**config.mk**
```make
export PLATFORM = sky130hd
export DESIGN_NAME = dual_irq_vec_arb
export DESIGN_NICKNAME = d
export VERILOG_FILES = /design/src/rtl/dual_irq_vec_pkg.sv /design/src/rtl/dual_irq_vec_chan.sv /design/src/rtl/dual_irq_vec_enc.sv /design/src/rtl/dual_irq_vec_arb.sv
export SDC_FILE = /design/constraint.sdc
export NUM_CORES = 1
export LEC_CHECK = 0
export BUFFER_PORTS_ARGS = -buffer_cell sky130_fd_sc_hd__clkbuf_2
export CAP_MARGIN = 20
export CORE_AREA = 2 2 51 53
export DETAILED_ROUTE_END_ITERATION = 16
export DIE_AREA = 0 0 53 55
export GPL_TIMING_DRIVEN = 0
export PLACE_DENSITY = 0.7
export SYNTH_ARGS = -nofsm -noshare
export SYNTH_HDL_FRONTEND = slang
export SYNTH_SLANG_ARGS = --single-unit
export TNS_END_PERCENT = 30
```
**constraint.sdc**
```tcl
create_clock -name clk -period 2 [get_ports clk]
set_clock_uncertainty 0.15 [all_clocks]
set_input_delay 0.2 -clock clk [delete_from_list [all_inputs] [get_ports clk]]
set_output_delay 0.2 -clock clk [all_outputs]
set_load 0.1 [all_outputs]
```
**src/rtl/dual_irq_vec_pkg.sv**
```systemverilog
package dual_irq_vec_pkg;
    typedef enum logic [1:0] {
        VK_NONE = 2'b00,
        VK_RX   = 2'b01,
        VK_TX   = 2'b10
    } vkind_e;

    typedef enum logic [1:0] {
        SVC_IDLE = 2'b00,
        SVC_RX   = 2'b01,
        SVC_TX   = 2'b10,
        SVC_BOTH = 2'b11
    } svc_e;
endpackage

```
**src/rtl/dual_irq_vec_chan.sv**
```systemverilog
module dual_irq_vec_chan
    import dual_irq_vec_pkg::*;
(
    input  logic       clk,
    input  logic       rst_n,
    input  logic       tx_ie,
    input  logic [1:0] rx_mode,
    input  logic       brk_ie,
    input  logic       brk_stat,
    input  logic       rx_set,
    input  logic       rx_clr,
    input  logic       tx_empty,
    input  logic       tx_load,
    input  logic       tx_clr,
    input  logic       svc_rst,
    output logic       irq_c,
    output logic       pb_rx,
    output logic       pb_tx,
    output logic       vec_wr,
    output vkind_e     vec_kind
);
    svc_e svc_q, svc_d;
    logic rxp_q, txp_q, pbr_q, pbt_q;
    logic rxp_d, txp_d, pbr_d, pbt_d;
    logic rs, ts;

    // next-state and vector-load decision, applied in the R11 order
    always_comb begin
        unique case (svc_q)
            SVC_IDLE: begin rs = 1'b0; ts = 1'b0; end
            SVC_RX:   begin rs = 1'b1; ts = 1'b0; end
            SVC_TX:   begin rs = 1'b0; ts = 1'b1; end
            SVC_BOTH: begin rs = 1'b1; ts = 1'b1; end
            default:  begin rs = 1'b0; ts = 1'b0; end
        endcase
        rxp_d    = rxp_q;
        txp_d    = txp_q;
        pbr_d    = pbr_q;
        pbt_d    = pbt_q;
        vec_wr   = 1'b0;
        vec_kind = VK_NONE;
        if (rx_set) begin
            rxp_d = 1'b1; rs = 1'b1; pbr_d = 1'b1;
            vec_wr = 1'b1; vec_kind = VK_RX;
        end
        if (tx_load) txp_d = 1'b0;
        if (tx_empty) begin
            txp_d = 1'b1;
            if (!rs) begin
                ts = 1'b1;
                if (tx_ie) pbt_d = 1'b1;
                vec_wr = 1'b1; vec_kind = VK_TX;
            end
        end
        if (rx_clr) begin
            rxp_d = 1'b0; rs = 1'b0; pbr_d = 1'b0;
            vec_wr = 1'b1; vec_kind = VK_NONE;
            if (txp_d) begin
                ts = 1'b1;
                if (tx_ie) pbt_d = 1'b1;
                vec_kind = VK_TX;
            end
        end
        if (tx_clr) begin
            txp_d = 1'b0; ts = 1'b0; pbt_d = 1'b0;
            vec_wr = 1'b1; vec_kind = VK_NONE;
            if (rxp_d) begin
                rs = 1'b1; pbr_d = 1'b1;
                vec_kind = VK_RX;
            end
        end
        if (svc_rst) begin
            if (rs) begin
                rs = 1'b0;
                if (txp_d) begin
                    ts = 1'b1;
                    if (tx_ie) pbt_d = 1'b1;
                    vec_wr = 1'b1; vec_kind = VK_TX;
                end
            end else begin
                ts = 1'b0;
            end
        end
        svc_d = svc_e'({ts, rs});
    end

    always_ff @(posedge clk) begin
        if (!rst_n) begin
            svc_q <= SVC_IDLE;
            rxp_q <= 1'b0;
            txp_q <= 1'b0;
            pbr_q <= 1'b0;
            pbt_q <= 1'b0;
        end else begin
            svc_q <= svc_d;
            rxp_q <= rxp_d;
            txp_q <= txp_d;
            pbr_q <= pbr_d;
            pbt_q <= pbt_d;
        end
    end

    // outputs
    always_comb begin
        irq_c = (tx_ie & txp_q)
              | (((rx_mode == 2'b01) || (rx_mode == 2'b10)) & rxp_q)
              | (brk_ie & brk_stat);
        pb_rx = pbr_q;
        pb_tx = pbt_q;
    end

    a_r5_rx_present: assert property (@(posedge clk) disable iff (!rst_n)
        (rx_set && !rx_clr && !svc_rst) |=> (rxp_q && svc_q[0]));
    a_r6_tx_held_back: assert property (@(posedge clk) disable iff (!rst_n)
        (tx_empty && svc_q == SVC_RX && !rx_clr && !tx_clr && !svc_rst) |=> (svc_q[1] == 1'b0));
    a_r7_rx_read_drops: assert property (@(posedge clk) disable iff (!rst_n)
        rx_clr |=> !rxp_q);
    a_r10_load_drops_tx: assert property (@(posedge clk) disable iff (!rst_n)
        (tx_load && !tx_empty) |=> !txp_q);
endmodule

```
**src/rtl/dual_irq_vec_enc.sv**
```systemverilog
module dual_irq_vec_enc
    import dual_irq_vec_pkg::*;
#(
    parameter int VEC_W = 8
) (
    input  vkind_e           kind,
    input  logic             chan_a,
    input  logic             hi,
    output logic [VEC_W-1:0] vec
);
    logic [2:0] code;

    // 3-bit code: [2] channel A event, [1] receive or none, [0] none
    always_comb begin
        code[0] = (kind == VK_NONE);
        code[1] = (kind == VK_RX) || (kind == VK_NONE);
        code[2] = chan_a && (kind != VK_NONE);
        vec = '0;
        if (hi) vec[6:4] = {code[0], code[1], code[2]};
        else    vec[3:1] = code;
    end
endmodule

```
**src/rtl/dual_irq_vec_arb.sv**
```systemverilog
module dual_irq_vec_arb
    import dual_irq_vec_pkg::*;
#(
    parameter int NCH   = 2,
    parameter int VEC_W = 8
) (
    input  logic               clk,
    input  logic               rst_n,
    input  logic               status_hi,
    input  logic [NCH-1:0]     tx_ie,
    input  logic [2*NCH-1:0]   rx_mode,
    input  logic [NCH-1:0]     brk_ie,
    input  logic [NCH-1:0]     brk_stat,
    input  logic [NCH-1:0]     rx_set,
    input  logic [NCH-1:0]     rx_clr,
    input  logic [NCH-1:0]     tx_empty,
    input  logic [NCH-1:0]     tx_load,
    input  logic [NCH-1:0]     tx_clr,
    input  logic [NCH-1:0]     svc_rst,
    output logic               irq,
    output logic [VEC_W-1:0]   pend_bits,
    output logic [VEC_W-1:0]   vector
);
    localparam int CH_A = NCH - 1;
    localparam int PB_STRIDE = 3;

    logic [NCH-1:0] irq_c, pb_rx, pb_tx, vwr;
    vkind_e         vkind [NCH];
    vkind_e         sel_kind;
    logic           sel_wr, sel_a;
    logic [VEC_W-1:0] enc_vec, vec_q;

    for (genvar c = 0; c < NCH; c++) begin : g_chan
        dual_irq_vec_chan u_chan (
            .clk      (clk),
            .rst_n    (rst_n),
            .tx_ie    (tx_ie[c]),
            .rx_mode  (rx_mode[2*c +: 2]),
            .brk_ie   (brk_ie[c]),
            .brk_stat (brk_stat[c]),
            .rx_set   (rx_set[c]),
            .rx_clr   (rx_clr[c]),
            .tx_empty (tx_empty[c]),
            .tx_load  (tx_load[c]),
            .tx_clr   (tx_clr[c]),
            .svc_rst  (svc_rst[c]),
            .irq_c    (irq_c[c]),
            .pb_rx    (pb_rx[c]),
            .pb_tx    (pb_tx[c]),
            .vec_wr   (vwr[c]),
            .vec_kind (vkind[c])
        );
    end

    // higher index (channel A) wins a same-cycle vector load
    always_comb begin
        sel_wr   = 1'b0;
        sel_kind = VK_NONE;
        sel_a    = 1'b0;
        for (int c = 0; c < NCH; c++) begin
            if (vwr[c]) begin
                sel_wr   = 1'b1;
                sel_kind = vkind[c];
                sel_a    = (c == CH_A);
            end
        end
    end

    dual_irq_vec_enc #(.VEC_W(VEC_W)) u_enc (
        .kind   (sel_kind),
        .chan_a (sel_a),
        .hi     (status_hi),
        .vec    (enc_vec)
    );

    always_ff @(posedge clk) begin
        if (!rst_n)      vec_q <= '0;
        else if (sel_wr) vec_q <= enc_vec;
    end

    always_comb begin
        irq       = |irq_c;
        pend_bits = '0;
        for (int c = 0; c < NCH; c++) begin
            pend_bits[PB_STRIDE*c + 1] = pb_tx[c];
            pend_bits[PB_STRIDE*c + 2] = pb_rx[c];
        end
        vector = vec_q;
    end

    a_r2_rx_bit_raises_irq: assert property (@(posedge clk) disable iff (!rst_n)
        (pend_bits[5] && (rx_mode[3:2] == 2'b01 || rx_mode[3:2] == 2'b10)) |-> irq);
    a_r4_vector_needs_event: assert property (@(posedge clk) disable iff (!rst_n)
        !$stable(vector) |-> $past(|{rx_set, rx_clr, tx_empty, tx_clr, svc_rst}));
endmodule

```
# After elaboration in Yosys (flattened, before gate mapping)
# Cells that the tools add are included.
# word_totals
ff_bits	18
out_inout_bits	17
elab_cells	165
# op_classes
bitwise_logic	11
reduce_logical	19
n_eq_ne	11
mux	111
# op_table
operator	n
1-bit two-way mux	87
2-bit two-way mux	18
2-bit OR reduction	11
2-bit == test, second input constant	6
2-bit by 1-bit == test with 1-bit output, second input constant	5
1-bit one-hot mux with 2 select lines	4
1-bit bitwise AND	6
2-bit zero test	3
3-bit two-way mux	2
1-bit OR	4
1-bit logical OR	3
2-bit nonzero test	1
1-bit logical AND	1
1-bit inverter	1

# Longest topological paths before layout
# Gate-level depths: netlist of run 1.
# logic_depth
depth_word	16
mapped_depth	5

# Cells and area by module
# A second synthesis of run 1 with hierarchy kept.
# unflattened
hier_cells	129
area_unflattened_um2	1032.2
# modules_own_cells
mod	cells_each	area_each_um2	seq_area_each_um2	n_inst
dual_irq_vec_chan	34	272.8	100.1	2
dual_irq_vec_arb	50	425.4	160.2	1
dual_irq_vec_enc	11	61.3	0.0	1

# Worst setup path before layout of run 1
# OpenSTA, ideal clock, no wires.
# synth_path
path_type	reg2reg
from	register g_chan[1].u_chan.rxp_q
to	register vec_q[1] (netlist: vector[1])
arrival_ps	1584
path_stages_with_launch	6
required_ps	1731
path_buffers	0
slack_ps	147
cell_sequence	dfxtp_1 a211o_1 o2111a_2 a2111oi_1 nand2_1 a32o_2
# synth_via
elab_chain_cells	10
elab_cells_between_ends	15
classes_between	14 x mux; 1 x reduce/logical
# synth_lines
element	line_no	source
from (decl)	dual_irq_vec_chan.sv:23	logic rxp_q, txp_q, pbr_q, pbt_q;
from (signal assigned)	dual_irq_vec_chan.sv:96	rxp_q <= rxp_d;
1-bit two-way mux (*)	dual_irq_vec_chan.sv:42	if (rx_set) begin
1-bit two-way mux (*)	dual_irq_vec_chan.sv:55	if (rx_clr) begin
1-bit two-way mux	dual_irq_vec_chan.sv:67	if (rxp_d) begin
2-bit two-way mux	dual_irq_vec_chan.sv:64	if (tx_clr) begin
2-bit two-way mux	dual_irq_vec_chan.sv:75	if (txp_d) begin
2-bit two-way mux	dual_irq_vec_chan.sv:73	if (rs) begin
2-bit two-way mux	dual_irq_vec_chan.sv:72	if (svc_rst) begin
2-bit two-way mux	dual_irq_vec_arb.sv:61	if (vwr[c]) begin
2-bit zero test	dual_irq_vec_enc.sv:15	code[0] = (kind == VK_NONE);
3-bit two-way mux	dual_irq_vec_enc.sv:19	if (hi) vec[6:4] = {code[0], code[1], code[2]};
to (signal assigned)	dual_irq_vec_arb.sv:78	else if (sel_wr) vec_q <= enc_vec;
to (decl)	dual_irq_vec_arb.sv:31	logic [VEC_W-1:0] enc_vec, vec_q;
# Every way passes the cells marked *; elsewhere a longest branch is shown, timed or not.
# A chain may end at the register's enable or synchronous reset.

# Worst setup path in the final report of run 1
# Ends and elaborated chain as after synthesis.

==> summary.txt, run 1 <==
Cells and area
  • Inserted Diodes: 0
  • Fillers: approximately 230
  • Area Growth Syn to Fin: 36.6%
  • Final Non-Filler Cells: 180
  • Layout Nets: roughly 180
  • Most frequent cells in the layout: clkbuf_2, dfxtp_1, nor2_1, buf_4, inv_1
  • Most common cell after layout, fill and taps aside: clkbuf_2
  • Post-layout util: between 50% and 60%
  • Layout cell share with drive strength beyond 1: around two fifths

Synth
  • Synthesized area per cell: 8.59 sq um
  • Netlist cell types: 34
  • Synthesis warning total: 0
  • Mapped Cells: approximately 100
  • FF+latch count, synth: 16
  • Register area share after synthesis: a little over a third
  • Synthesized cell area: about 900 sq um

Setup path
  • Critical Path End Type: flop
  • CP Data Required Time: about 2000 ps
  • CP bufs+invs: 0
  • Slowest CP cell: dfxtp_1
  • Critical path's largest stage delay: approximately 370 ps
  • Setup CP Type: reg2reg
  • Crit path launch type: flop
  • Worst-path fanout max: 5
  • CP Cell Sequence: a211o_1, o2111a_2, nor4_4, nor2_2, a32o_2
  • Worst Path Arrival: a little under 2000 ps
  • Top Family by Delay on Critical Path: compound AO/OA/AOI/OAI gates

STA
  • Slew Viols, Final: 0
  • Fmax: between 0.5 and 0.6 GHz
  • Max-slew headroom: a little under two thirds
  • Final Cycle Share: between 90% and 100%
  • Slew @ Worst Pin: approximately 540 ps
  • RSZ-0062 raised after global routing: no
  • Final setup viols: 0
  • Final min period: 1920 ps
  • Final number of hold-violating endpoints: 0

Flow run
  • Max cap viols: 0

Min path
  • Worst min path class: in2reg

Global route
  • GR Overflow Total: 0
  • Gr usage total: 14.9%
  • Global-route wire length before repair: around 3200 microns
  • Pin count of the biggest net entering global routing: 9
  • Initial antenna violation count: 0
  • Vias in the first global route: ~780

Clock network
  • Clock root cell: clkbuf_4
  • CTS buffer count: 3
  • TritonCTS clock tree: yes
  • Longest Clk Path Bufs: 2
  • H-tree depth: 1
  • Clk sink count: 16
  • Clk_lat worst skew: 280 ps
  • Clk slew on worst S/H paths: 90 ps

Route
  • Drt wl/cell: 11.9 microns
  • WL final: roughly 2100 microns
  • Antenna-violating nets left: 0
  • Drc violations: 0
  • Drt pass-1 iters: 4
  • DR iter-0 viols: 25
  • Total number of vias: ~900
  • Via density per instance: about 5.1

Placed design
  • Placed cell count: between 150 and 200
  • # port buffers: 35
  • RD Place Congestion: roughly 0.90
  • DPL Wire Length: 1650 microns

Status
  • Outcome: finished clean

Floorplan
  • FP Rows: 18
  • Die H: 55 microns
  • Starting Density: between 30% and 40%
  • Die Footprint: between 2000 and 3000 sq um
  • Core Box Area: around 2400 sq um
  • Die W: around 53 microns
  • # IOs: between 40 and 50

Pwr
  • Pwr/cell area: about 660 nW/um^2
  • Peak supply drop: about 0.54 mV
  • Lkg Pwr: 0.579 nW
==> final timing paths <==
check                    startpoint                      to  slack (ps)  cells past startpoint
min                        tx_ie[1]  g_chan[1].u_chan.pb_tx          20                      3
max reg2reg  g_chan[1].u_chan.rxp_q               vector[1]          80                      5
max          g_chan[1].u_chan.rxp_q               vector[1]          80                      5
min reg2reg  g_chan[0].u_chan.pb_rx  g_chan[0].u_chan.pb_rx         300                      2
==> metrics by stage <==
step | area [sq um] | setup TNS, ps | hold slack, ps | power, mW | setup WS (ps)
after floorplan | 912 | 0 | 126 | 0.569 | 147
after global placement | 1120 | -13.5 | 250 | 0.626 | -13.5
after detailed placement | 1120 | -43.0 | 259 | 0.630 | -36.4
after CTS | 1170 | 0 | 21.9 | 0.798 | 10.8
after global routing | 1220 | 0 | 56.4 | 0.845 | 31.3
final | 1220 | 0 | 25.0 | 0.805 | 81.4
==> worst reg2reg max path: cells and delay by family (launching register included) <==
| kind | cells | cell delay (ps) |
|---|---|---|
| AOI/OAI and AO/OA | 3 | 840 |
| and+or+nand+nor | 2 | 460 |
| DFF | 1 | 370 |
==> kinds of logic after synthesis <==
logic type | synth area share (%)
XOR/XNOR | 1.96
AND/OR/NAND/NOR | 22.3
flip-flops | 35.9
AO/OA/AOI/OAI | 28.2
buffers and inverters | 11.3
other | 0.420
==> routing by layer <==
layer | track usage [%] | vias up | wire length, microns
met5 | 0 | - | 0
met4 | 4.27 | 0 | 10
li1 | - | 456 | -
met2 | 25.0 | 30 | 1020
met3 | 4.57 | 2 | 173
met1 | 18.5 | 422 | 931
==> cell type report <==
| type | count | area [sq um] | area share (%) |
|---|---|---|---|
| Sequential cell | 16 | 320 | 26.3 |
| Timing Repair Buffer | 38 | 203 | 16.6 |
| Clock buffer | 3 | 22.5 | 1.85 |
| Inverter | 7 | 26.3 | 2.15 |
| Multi-Input combinational cell | 76 | 536 | 43.9 |
| Tap cell | 30 | 37.5 | 3.08 |
| Buffer | 10 | 75.1 | 6.15 |
==> sequential cells by signal, summed over array words and instances (netlist names) <==
signal	cells
g_chan.u_chan.svc_q	2
g_chan.u_chan.rxp_q	2
g_chan.u_chan.txp_q	2
vector	6
g_chan.u_chan.pb_tx	2
g_chan.u_chan.pb_rx	2
==> report_power, final <==
group | internal [mW] | switching [mW]
Clock | 0.0699 | 0.0955
Combinational | 0.0785 | 0.216
Sequential | 0.334 | 0.0101
==> timing repair <==
action / in CTS / in global routing
hold buffers: 2 / 0
endpoints found under the hold margin: 2 / 0
pin swaps: 0 / 1
buffers inserted: 0 / 1
endpoints found under the setup margin: 2 / 4
gates resized for setup: 1 / 5
==> cell usage after synthesis <==
master / number / area (sq um)
a221oi_1: 1 / 8.76
a21oi_1: 4 / 20.0
dfxtp_1: 16 / 320
o221a_2: 1 / 11.3
nand2_1: 6 / 22.5
o32ai_1: 1 / 8.76
a211o_1: 1 / 8.76
nand2b_1: 1 / 6.26
nor3_1: 3 / 15.0
o2111a_2: 1 / 12.5
o2111a_1: 1 / 11.3
o21bai_1: 1 / 7.51
buf_4: 10 / 75.1
and2_1: 3 / 18.8
or4_4: 1 / 11.3
a221o_1: 1 / 10.0
a22o_1: 1 / 8.76
or2_2: 2 / 12.5
a2111oi_1: 1 / 10.0
xor2_1: 2 / 17.5
a21o_2: 1 / 8.76
nor3b_1: 1 / 7.51
nor4_4: 1 / 21.3
o2111ai_1: 1 / 8.76
o21ai_0: 4 / 20.0
a22oi_1: 3 / 22.5
o2bb2ai_1: 2 / 17.5
nor2_1: 14 / 52.6
a211oi_1: 2 / 15.0
inv_1: 7 / 26.3
a32o_1: 3 / 30.0
conb_1: 1 / 3.75
nor2b_1: 5 / 31.3
a32o_2: 1 / 11.3
No activity file was read; power rests on OpenSTA's default activity.
==> run 2: changes to the inputs <==
- CORE_AREA: 2 2 51 53 -> 2 2 44 66
- DIE_AREA: 0 0 53 55 -> 0 0 46 68
- PLACE_DENSITY: 0.7 -> 0.71
- SYNTH_HIERARCHICAL: not set -> 1
==> run 2 against run 1 <==
Critical path depth rose by 3. Die area rose by 7.3%. Non-clock buffer count rose by 5. Largest power group unchanged. Clock power rose by 48%. Sequential cell count rose by 2. Worst hold slack got worse by 23 ps. Critical endpoint is now vector[2]. Total power rose by 18%.
==> summary.txt, run 2 <==
Status
  • Outcome: finished clean

Cells and area
  • Layout cell share with drive strength beyond 1: 47.2% (+6.5 points)
  • Fillers: 248 (+6.4%)
  • Final Instance Area: 1440 sq um (+18%)
  • Most common cell after layout, fill and taps aside: clkbuf_2
  • Post-layout util: 55.5% (+3.9 points)
  • Final Non-Filler Cells: 203 (+13%)
  • Largest register FFs: 8 (+2)
  • Layout Nets: 205 (+16%)
  • Area Growth Syn to Fin: 39.3%
  • Most frequent cells in the layout: clkbuf_2, nand2_1, dfxtp_1, nor2_1, buf_4
  • Inserted Diodes: 0 (unchanged)

Min path
  • Hold Path Cell Cnt: 2 (-1)
  • Worst hold path startpoint: svc_rst[0]
  • Hold Path Sink: g_chan[0].u_chan/svc_q[0]
  • Worst min path class: in2reg

Synth
  • Synthesized area per cell: 8.00 sq um (-6.8%)
  • Main synth FF type: dfxtp_1
  • Most numerous cell in the Yosys netlist: nand2_1
  • Synth Area in Adders: 0% (unchanged)
  • FF+latch count, synth: 18 (+2)
  • Simple logic cell fraction of the synthesized area: 20.1% (-2.1 points)
  • Post-synthesis compound-gate area fraction: 30.2% (+2.0 points)
  • Post-synth EDFFs: 0 (unchanged)
  • Mapped Cells: 129 (+24%)
  • XOR/XNOR Fraction of Synth Area: 1.70% (-0.26 points)
  • Async set or reset register ratio after synthesis: 0% (unchanged)
  • Main combinational cell family by area after synthesis: compound AO/OA/AOI/OAI gates
  • Most area-hungry cell type in the Yosys netlist: dfxtp_1
  • Register area share after synthesis: 34.9% (-0.95 points)
  • Synthesis warning total: 6 (+6)
  • Area contributors post-synth: dfxtp_1, o21ai_2, nand2_1
  • Post-synthesis mux area share: 0% (unchanged)
  • Area share of the largest cell type after synthesis: 34.9% (-0.95 points)
  • Synthesized cell area: 1030 sq um (+16%)
  • Commonest cells post-synth: nand2_1, dfxtp_1, nor2_1
  • Netlist cell types: 28 (-18%)

Route
  • Via density per instance: 5.02 (-0.71%)
  • Antenna-violating nets left: 0 (unchanged)
  • DR iter-0 viols: 13 (-48%)
  • Total number of vias: 1019 (+12%)
  • Drt pass-1 iters: 4 (unchanged)
  • WL final: 2360 microns (+10%)
  • Drc violations: 0 (unchanged)
  • Drt wl/cell: 11.6 microns (-2.0%)

Clock network
  • Longest Clk Path Bufs: 2 (unchanged)
  • Cts hold-fix bufs: 0 (-2)
  • Clk slew on worst S/H paths: 60 ps (-30 ps)
  • CTS buffer count: 3 (unchanged)
  • H-tree depth: 1 (unchanged)
  • Clk sink count: 18 (+2)
  • Clock root cell: clkbuf_8
  • TritonCTS clock tree: yes
  • Clk_lat worst skew: 250 ps (-30 ps)

STA
  • Final Cycle Share: 95.4% (-0.58 points)
  • Final setup viols: 0 (unchanged)
  • Final min period: 1910 ps (-11.6 ps)
  • Fmax: 0.524 GHz (+0.61%)
  • Slew @ Worst Pin: 542 ps (-1.97 ps)
  • Slew Viols, Final: 0 (unchanged)
  • Max-slew headroom: 64.0% (+0.13 points)
  • Final number of hold-violating endpoints: 0 (unchanged)
  • Min Hold Slack: 2.29 ps (-22.7 ps)
  • RSZ-0062 raised after global routing: yes

Placed design
  • RD Place Congestion: 0.800 (-11%)
  • DPL Wire Length: 1840 microns (+11%)
  • # port buffers: 37 (+5.7%)
  • Placed cell count: 195 (+12%)
  • Cell Area, Placed: 1270 sq um (+13%)

Floorplan
  • FP Rows: 23 (+5)
  • # IOs: 42 (unchanged)
  • Die H: 68 microns (+24%)
  • Die W: 46 microns (-13%)
  • Core Box Area: 2590 sq um (+9.5%)
  • Die Footprint: 3130 sq um (+7.3%)
  • Starting Density: 39.9% (+2.1 points)

Setup path
  • Critical Path End Type: flop
  • End of the worst register-to-register path: vector[2]
  • CP Data Required Time: 1990 ps (-40 ps)
  • Worst-path fanout max: 7 (+2)
  • Worst Path Arrival: 1890 ps (-50 ps)
  • Crit path launch type: flop
  • R2R depth: 8 (+3)
  • FF-to-FF setup slack: 90 ps (about the same)
  • Crit Reg-Reg Startpoint: g_chan[1].u_chan/svc_q[0]
  • Setup CP Type: reg2reg

Global route
  • Gr usage total: 16.7% (+1.8 points)
  • GR Overflow Total: 0 (unchanged)
  • Global-route wire length before repair: 3910 microns (+22%)
  • Initial antenna violation count: 0 (unchanged)
  • Pin count of the biggest net entering global routing: 11 (+2)
  • Vias in the first global route: 1008 (+29%)

Pwr
  • Sw power: 357 uW (+11%)
  • Comb power frac: 33.7% (-3.0 points)
  • Sequential share of power: 40.6% (-2.2 points)
  • P_int: 596 uW (+24%)
  • Lkg Pwr: 0.658 nW (+14%)
  • Peak supply drop: 0.420 mV (-22%)
  • Pwr/cell area: 663 nW/um^2 (+0.49%)
  • Total chip power: 953 uW (+18%)
  • Clk pwr share: 25.7% (+5.2 points)
  • Switch share: 37.4% (-2.6 points)

Flow run
  • Max cap viols: 0 (unchanged)
run 2: worst max-delay path by stage:
stage	slack, ps	startpoint	endpoint
final	90	g_chan[1].u_chan/svc_q[0]	vector[2]
after global routing	-10	g_chan[0].u_chan/rxp_q	vector[3]
after CTS	20	g_chan[0].u_chan/svc_q[0]	vector[3]
after detailed placement	-270	g_chan[1].u_chan/svc_q[0]	vector[3]
after global placement	-210	g_chan[1].u_chan/svc_q[0]	vector[3]
after floorplan	20	g_chan[1].u_chan/svc_q[0]	vector[3]
run 2: critical path, cell delays in order, from the launching register on:
cell and delay (ps):
dfxtp_2 350, inv_2 50, a2111oi_4 400, o31ai_4 140
buf_6 160, buf_4 130, buf_4 130, o211ai_1 200
o21ai_2 80
run 2: stage by stage:
stage	setup TNS (ps)	setup slack [ps]
2_1_floorplan	0	16.4
3_3_place_gp	-949	-211
3_5_place_dp	-1290	-268
4_1_cts	0	21.2
5_1_grt	-13.9	-12.8
6_report	0	93.0
run 2: routing by layer:
metal / global-route usage, % / share of wire (%) / vias to the layer above
li1: - / - / 531
met1: 17.2 / 40 / 461
met2: 32.5 / 55 / 25
met3: 1.85 / 4.2 / 2
met4: 6.43 / 0.59 / 0
met5: 0 / 0 / -
run 2: cells by family (layout without fill, tap and decap cells):
logic type,after synthesis,in the layout
xor gates and xnor gates,2,2
other,2,6
DFF,18,18
AOI/OAI and AO/OA,39,39
and+or+nand+nor,44,44
buffers and inverters,24,69
run 2: timing repair:
| item | CTS | global route |
|---|---|---|
| pin swaps | 2 | 7 |
| setup buffers | 0 | 5 |
| setup endpoints to repair | 6 | 7 |
| gates resized for setup | 9 | 12 |
run 2: power groups by stage:
| stage | registers, mW | logic (mW) | clock network [mW] |
|---|---|---|---|
| floorplan | 0.486 | 0.144 | 0 |
| global placement | 0.394 | 0.296 | 0 |
| detailed placement | 0.396 | 0.300 | 0 |
| CTS | 0.387 | 0.310 | 0.257 |
| global route | 0.389 | 0.343 | 0.267 |
| finish | 0.387 | 0.322 | 0.245 |
run 2: final cells by class:
cell class,count,area [sq um],share of cell area (%)
Multi-Input combinational cell,91,639,44.5
Sequential cell,18,367,25.5
Tap cell,25,31.3,2.18
Timing Repair Buffer,42,223,15.5
Inverter,13,48.8,3.39
Clock buffer,3,41.3,2.87
Buffer,11,87.6,6.09
